<file path="src/rtl/mpu_rx.sv">
module mpu_rx #(
  parameter int OVS = 16,
  parameter int DW  = 8
) (
  input  logic          clk,
  input  logic          rst_n,
  input  logic          tick,
  input  logic          rxd,
  input  logic          rx_en,
  input  logic          mp_fmt,
  input  logic          mp_ie_wr,
  input  logic          mp_ie_wdata,
  input  logic          rie,
  input  logic          clr_rdrf,
  input  logic          clr_fer,
  input  logic          clr_per,
  input  logic          clr_orer,
  output logic [DW-1:0] rx_data,
  output logic          rdrf,
  output logic          fer,
  output logic          per,
  output logic          orer,
  output logic          mpb,
  output logic          mp_ie,
  output logic          rxi,
  output logic          eri
);
  localparam int CW   = $clog2(OVS);
  localparam int LAST = DW + 2;
  localparam int IW   = $clog2(LAST + 1);
  localparam logic [CW-1:0] MID  = CW'(OVS/2 - 1);
  localparam logic [CW-1:0] WRAP = CW'(OVS - 1);

  logic [1:0]    sync;
  logic          busy, b9;
  logic [CW-1:0] cnt;
  logic [IW-1:0] idx;
  logic [DW-1:0] sh;

  wire rx_s   = sync[1];
  wire samp   = busy & tick & (cnt == MID);
  wire done   = samp & (idx == IW'(LAST));
  wire filt   = mp_fmt & mp_ie;
  wire drop   = done & filt & ~b9;
  wire take   = done & ~drop;
  wire load   = take & ~rdrf;
  wire hw_clr = take & filt;

  assign rxi = rie & rdrf;
  assign eri = rie & (fer | per | orer);

  always_ff @(posedge clk) begin
    if (!rst_n) begin
      sync <= 2'b11;
      busy <= 1'b0;
      cnt  <= '0;
      idx  <= '0;
      sh   <= '0;
      b9   <= 1'b0;
    end else begin
      sync <= {sync[0], rxd};
      if (!busy) begin
        if (tick && rx_en && !rx_s) begin
          busy <= 1'b1;
          cnt  <= '0;
          idx  <= '0;
        end
      end else if (tick) begin
        cnt <= (cnt == WRAP) ? '0 : cnt + 1'b1;
        if (cnt == MID) begin
          idx <= idx + 1'b1;
          if ((idx == '0 && rx_s) || idx == IW'(LAST)) busy <= 1'b0;
          if (idx >= IW'(1) && idx <= IW'(DW)) sh <= {rx_s, sh[DW-1:1]};
          if (idx == IW'(DW + 1)) b9 <= rx_s;
        end
      end
    end
  end

  always_ff @(posedge clk) begin
    if (!rst_n) begin
      rx_data <= '0;
      rdrf    <= 1'b0;
      fer     <= 1'b0;
      per     <= 1'b0;
      orer    <= 1'b0;
      mpb     <= 1'b0;
      mp_ie   <= 1'b0;
    end else begin
      if (load) rx_data <= sh;
      rdrf <= load | (rdrf & ~clr_rdrf);
      fer  <= (load & ~rx_s) | (fer & ~clr_fer);
      per  <= (load & ~mp_fmt & (^{sh, b9})) | (per & ~clr_per);
      orer <= (take & rdrf) | (orer & ~clr_orer);
      if (take && mp_fmt) mpb <= b9;
      if (hw_clr)        mp_ie <= 1'b0;
      else if (mp_ie_wr) mp_ie <= mp_ie_wdata;
    end
  end

  assert_no_start_R1: assert property (@(posedge clk) disable iff (!rst_n)
    (!busy && !rx_en) |=> !busy);
  assert_flag_hold_R2: assert property (@(posedge clk) disable iff (!rst_n)
    (rdrf && !clr_rdrf) |=> rdrf);
  assert_drop_quiet_R7: assert property (@(posedge clk) disable iff (!rst_n)
    drop |=> (!$rose(rdrf) && !$rose(fer) && !$rose(orer) && $stable(rx_data)));
  assert_hw_wins_R8: assert property (@(posedge clk) disable iff (!rst_n)
    (done && filt && b9) |=> (!mp_ie && mpb));
  assert_ovr_keep_R9: assert property (@(posedge clk) disable iff (!rst_n)
    (done && !drop && rdrf) |=> ($stable(rx_data) && orer));
  assert_irq_gate_R10: assert property (@(posedge clk) disable iff (!rst_n)
    !rie |-> (!rxi && !eri));
  assert_set_wins_R11: assert property (@(posedge clk) disable iff (!rst_n)
    (load && clr_rdrf) |=> rdrf);
endmodule

</file>
<file path="config.mk">
export PLATFORM = sky130hd
export DESIGN_NAME = mpu_rx
export DESIGN_NICKNAME = d
export VERILOG_FILES = /design/src/rtl/mpu_rx.sv
export SDC_FILE = /design/constraint.sdc
export NUM_CORES = 1
export LEC_CHECK = 0
export BUFFER_PORTS_ARGS = -buffer_cell sky130_fd_sc_hd__clkbuf_2
export CAP_MARGIN = 40
export CORE_UTILIZATION = 26
export DETAILED_ROUTE_END_ITERATION = 6
export GPL_ROUTABILITY_DRIVEN = 0
export MAX_ROUTING_LAYER = met4
export PLACE_DENSITY = 0.54
export RECOVER_POWER = 25
export SETUP_SLACK_MARGIN = 0.15
export SLEW_MARGIN = 10
export SYNTH_ARGS = -nofsm -noshare
export SYNTH_HDL_FRONTEND = slang
export SYNTH_SLANG_ARGS = --single-unit
</file>
<file path="constraint.sdc">
create_clock -name clk -period 2.17 [get_ports clk]
set_input_delay 0.217 -clock clk [delete_from_list [all_inputs] [get_ports clk]]
set_output_delay 0.217 -clock clk [all_outputs]
set_load 0.03 [all_outputs]
</file>
* Yosys cells after proc, flatten, opt, wreduce, memory -nomap -nowiden
Index checks and enable logic that the tools add are counted.
Cells by class: add/sub/neg operators 2, magnitude comparators 2, equal/unequal tests 6, muxes and demuxes 12, bitwise operators 35, reduce and logical (&&, ||, !) cells 15
Operators by type and width (count):
- 2-to-1 mux 4 bit | 7
- AND 1 bit | 19
- == test 4 bit (second input constant) | 3
- inverter 1 bit | 10
- XOR reduction 9 bit | 1
- adder 4 x 1 -> 4 bit (second input constant) | 2
- AND reduction 4 bit | 2
- OR 1 bit | 6
- logical AND 1 bit | 5
- 2-to-1 mux 1 bit | 5
- == test 4 x 3 -> 1 bit (second input constant) | 1
- >= comparator 4 x 1 -> 1 bit (second input constant) | 1
- less-or-equal comparator 4 bit (second input constant) | 1
- logical NOT 4 bit | 1
- AND reduction 3 bit | 1
- inequality test 2 x 1 -> 1 bit (second input constant) | 1
- inequality test 2 bit (second input constant) | 1
- AND reduction 2 bit | 1
- nonzero test 2 bit | 1
- OR reduction 2 bit | 1
- logical NOT 1 bit | 1
- logical OR 1 bit | 1
Word-level totals: register bits after elaboration 34, bits of input ports 13, output and inout bits 16

* Logic depth before layout (Yosys ltp)
depth after elaboration 11, depth in mapped cells 7, gate-level depth less buffers 6

* Worst setup path after synthesis
OpenSTA, ideal clock, no wires.
path type register to register, start reg idx[0], end reg sh[0], arrival time 1.782 ns, required time 2.042 ns, setup slack 0.260 ns, stages on the path, launching flop included 7, cells stage by stage dfxtp_1 inv_1 ha_1 nor4b_1 a2111oi_4 mux2i_1 nor2_1
On the way: longest elaborated chain between the ends 3, elaborated cells between the ends (all ways) 4
Ends and longest elaborated chain:
- start: declaration | line 37 | logic [IW-1:0] idx;
- start signal: assignment | line 71 | idx <= idx + 1'b1;
- >= comparator 4 x 1 -> 1 bit / less-or-equal comparator 4 bit (equally long branches) | line 73 | if (idx >= IW'(1) && idx <= IW'(DW)) sh <= {rx_s, sh[DW-1:1]};
- logical AND 1 bit (*) | line 73
- AND reduction 4 bit (no line) (*)
- end signal: assignment | line 73
- end: declaration | line 38 | logic [DW-1:0] sh;
Every way passes the cells marked *; elsewhere a longest branch is shown, timed or not. A chain may end at the register's enable or synchronous reset.

* Worst setup path after layout
start reg idx[0], end reg sh[7]
The elaborated chain is that of the path after synthesis.

==> impl_table.tex <==
\begin{tabular}{lr}
\hline
Metric & Value \\
\hline
\multicolumn{2}{l}{\textbf{Die}} \\
Die Span Y & between 70 and 80 um \\
Overall die width & about 80 um \\
Area of the die & 0.00625 mm2 \\
Core footprint & 0.00561 mm2 \\
Effective utilization at floorplan & 0.275 \\
Num rows & 27 \\
\# IOs & 29 \\
\multicolumn{2}{l}{\textbf{CTS}} \\
Post-cts resize count & 0 \\
Number of sinks driven by the clock tree & 34 \\
Number of hold buffers added after cts & 0 \\
Clock tree from TritonCTS & yes \\
Clock Tree Root & clkbuf\_8 \\
H-Tree Depth & 2 \\
Number of setup buffers added after CTS & 0 \\
Maximum number of buffers from clock root to sink & 2 \\
Worst-Skew Late Latency & about 280 ps \\
Number of CTS-inserted buffers & 5 \\
Clock-pin slew on the worst setup and hold paths & $\sim$70 ps \\
\multicolumn{2}{l}{\textbf{Setup path}} \\
Reg2reg setup slack & 320 ps \\
Critical register-to-register path startpoint & idx[0] \\
Reg2Reg Capture Point & sh[7] \\
Worst path cell trace & inv\_1, ha\_1, nor4b\_1, a2111oi\_4, buf\_4, mux2i\_1, nor2\_1 \\
FF-to-FF path depth & 7 \\
Data arrival time of the critical path & a little over 2000 ps \\
CP max FO & 8 \\
CP max stage delay & 390 ps \\
Startpoint class of the critical path & register \\
CP startpoint & idx[0] \\
Required time at the worst-slack endpoint & around 2300 ps \\
CP endpoint kind & register \\
Type of the worst setup path & reg2reg \\
Cell with the largest stage delay on the worst path & dfxtp\_1 \\
\multicolumn{2}{l}{\textbf{STA}} \\
Total of endpoints with negative setup slack in the final report & 0 \\
Final cycle utilization of the critical path & 0.851 \\
Worst-margin pin slew & around 490 ps \\
Number of pins with negative max-slew slack in the final report & 0 \\
Worst-case clock skew & slightly above 5 ps \\
RSZ-0062 raised after global routing & false \\
Slew HR & 0.671 \\
Highest clock rate & approximately 0.54 GHz \\
Minimum clock period & 1850 ps \\
Final hold violations & 0 \\
Final setup margin & around 320 ps \\
Setup TNS Final & 0 ps \\
\multicolumn{2}{l}{\textbf{Min path}} \\
Origin of the worst min-delay path & rxd \\
Hold-critical path endpoint & sync[0] \\
Worst hold path depth & 2 \\
Class of the tightest hold or removal check & in2reg \\
\multicolumn{2}{l}{\textbf{Power}} \\
PD cells & roughly 670 mW/mm2 \\
Design Power & 1.26 mW \\
P\_leak & between 0.7 and 0.8 nW \\
Worst ir drop on vdd & $\sim$210 uV \\
\multicolumn{2}{l}{\textbf{Routing}} \\
Total wirelength of the detailed-routed design & approximately 3100 um \\
DR vias/cell & between 4 and 5 \\
Routed len/inst & about 12 um \\
Detailed-router iteration count before antenna repair & 4 \\
Residual DRC count & 0 \\
Remaining number of nets flagged by the antenna check after routing & 0 \\
Detailed Route Iter0 Violations & just under 70 \\
Via count & $\sim$1200 \\
\multicolumn{2}{l}{\textbf{Logic synthesis}} \\
Post-synth cell types & 34 \\
Most common flop cell mapped by yosys & dfxtp\_1 \\
Register bit total from synthesis & 34 \\
Synthesized area & between 0.0015 and 0.002 mm2 \\
Count of mapped cells out of synthesis & 160 \\
Avg Inst Size Synth & roughly 9.6 um2 \\
Sequential-to-total area share from yosys stat & 0.441 \\
Count of warnings emitted by yosys & 0 \\
Count of flip-flops with a built-in enable after synthesis & 0 \\
Synthesized netlist net count & about 180 \\
Share of synthesized registers carrying an async set or reset & 0 \\
\multicolumn{2}{l}{\textbf{Flow run}} \\
Number of maximum-capacitance constraint violations & 0 \\
\multicolumn{2}{l}{\textbf{Finish}} \\
Fillers & between 600 and 700 \\
Most frequent standard cell in the layout excluding fill and tap cells & dfxtp\_1 \\
Finished Layout Cells & $\sim$270 \\
Layout cell share with drive strength beyond 1 & 0.160 \\
Post-synthesis to final-layout area growth & 21.8\% \\
Util after Layout & 0.335 \\
Number of nets at the end of the flow & roughly 210 \\
Number of diodes added for antenna fixing & 0 \\
Commonest cells after routing, fill and taps aside & dfxtp\_1, nor2\_1, mux2i\_1, clkbuf\_2 \\
\multicolumn{2}{l}{\textbf{Placed design}} \\
Minimum setup slack after placement & around 320 ps \\
Placed Instances & 259 \\
HPWL reported at the end of detailed placement & roughly 2300 um \\
IO Port Bufs & 28 \\
\multicolumn{2}{l}{\textbf{GRT}} \\
Global-route wire length before repair & about 5400 um \\
Maximum number of pins on one net before global-route repair & 27 \\
Global-route congestion overflow total & 0 \\
GRT Overall Usage & 0.115 \\
Number of antenna violations at the first check in global routing & 0 \\
Number of global-route vias before repair & 1143 \\
\multicolumn{2}{l}{\textbf{Status}} \\
Run status & finished, final reports clean \\
\hline
\end{tabular}
how the worst max path moves through the flow:
stage	endpoint	slack [ps]	cells past startpoint
floorplan	sh[0]	260	6
global placement	sh[6]	350	7
detailed placement	sh[7]	320	7
CTS	sh[7]	320	7
global route	sh[7]	190	7
finish	sh[7]	320	7
report_power, final:
| part | internal, mW | switching (mW) |
|---|---|---|
| Sequential | 0.627 | 0.00407 |
| Clock | 0.367 | 0.223 |
| Combinational | 0.0152 | 0.0240 |
| Total | 1.01 | 0.251 |
per-stage QoR:
stage	area [um2]	hold WS, ps
3_3_place_gp	1780	389
4_1_cts	1890	106
2_1_floorplan	1540	290
3_5_place_dp	1780	401
5_1_grt	1880	116
6_report	1880	111
cells by family (layout without fill, tap and decap cells):
| kind of cell | count (synthesis) | count (layout) | share of synthesized area |
|---|---|---|---|
| and+or+nand+nor | 62 | 62 | 0.216 |
| DFF | 34 | 34 | 0.441 |
| AOI/OAI and AO/OA | 20 | 20 | 0.0916 |
| muxes | 18 | 18 | 0.117 |
| buffers and inverters | 11 | 45 | 0.0292 |
| xor gates and xnor gates | 10 | 10 | 0.0656 |
| adders and majority gates | 5 | 5 | 0.0405 |
final cells by class:
type	count	area (um2)	share of cell area
multi-input cells	115	818	0.435
flip-flops and latches	34	681	0.362
repair buffers	32	156	0.0832
well taps	72	90.1	0.0479
clock buffers	6	82.6	0.0439
clock inverters	1	30.0	0.0160
inverters	6	22.5	0.0120
routing by layer:
metal,vias to the layer above,GRT usage,share of wire
met5,-,-,0
met4,0,0.0382,0.013
met3,6,0.0414,0.050
met2,25,0.175,0.44
met1,547,0.141,0.50
li1,626,-,-
worst max-delay path, delay by kind of cell (launching register included):
kind / cells / cell delay (ps)
buffers and inverters: 2 / 340
and+or+nand+nor: 2 / 230
AOI/OAI and AO/OA: 1 / 310
DFF: 1 / 390
adders and majority gates: 1 / 260
muxes: 1 / 210
state kept, by name (all words and copies together) (netlist names):
register and count:
rdrf 1, cnt 4, mp_ie 1, per 1, sync 2, mpb 1
orer 1, rx_data 8, idx 4, fer 1, sh 8, busy 1
b9 1
Yosys cell counts, drive strengths merged (3+ instances only):
master / n / area [um2]
buf: 3 / 15.0
nand2b: 4 / 32.5
and2: 4 / 25.0
nand2: 6 / 22.5
mux2i: 18 / 180
nand3: 11 / 55.1
ha: 5 / 62.6
xnor2: 5 / 43.8
inv: 5 / 18.8
nor2: 25 / 93.8
xor2: 4 / 35.0
dfxtp: 34 / 681
a21oi: 11 / 55.1
Power figures use the tool's default switching activity.
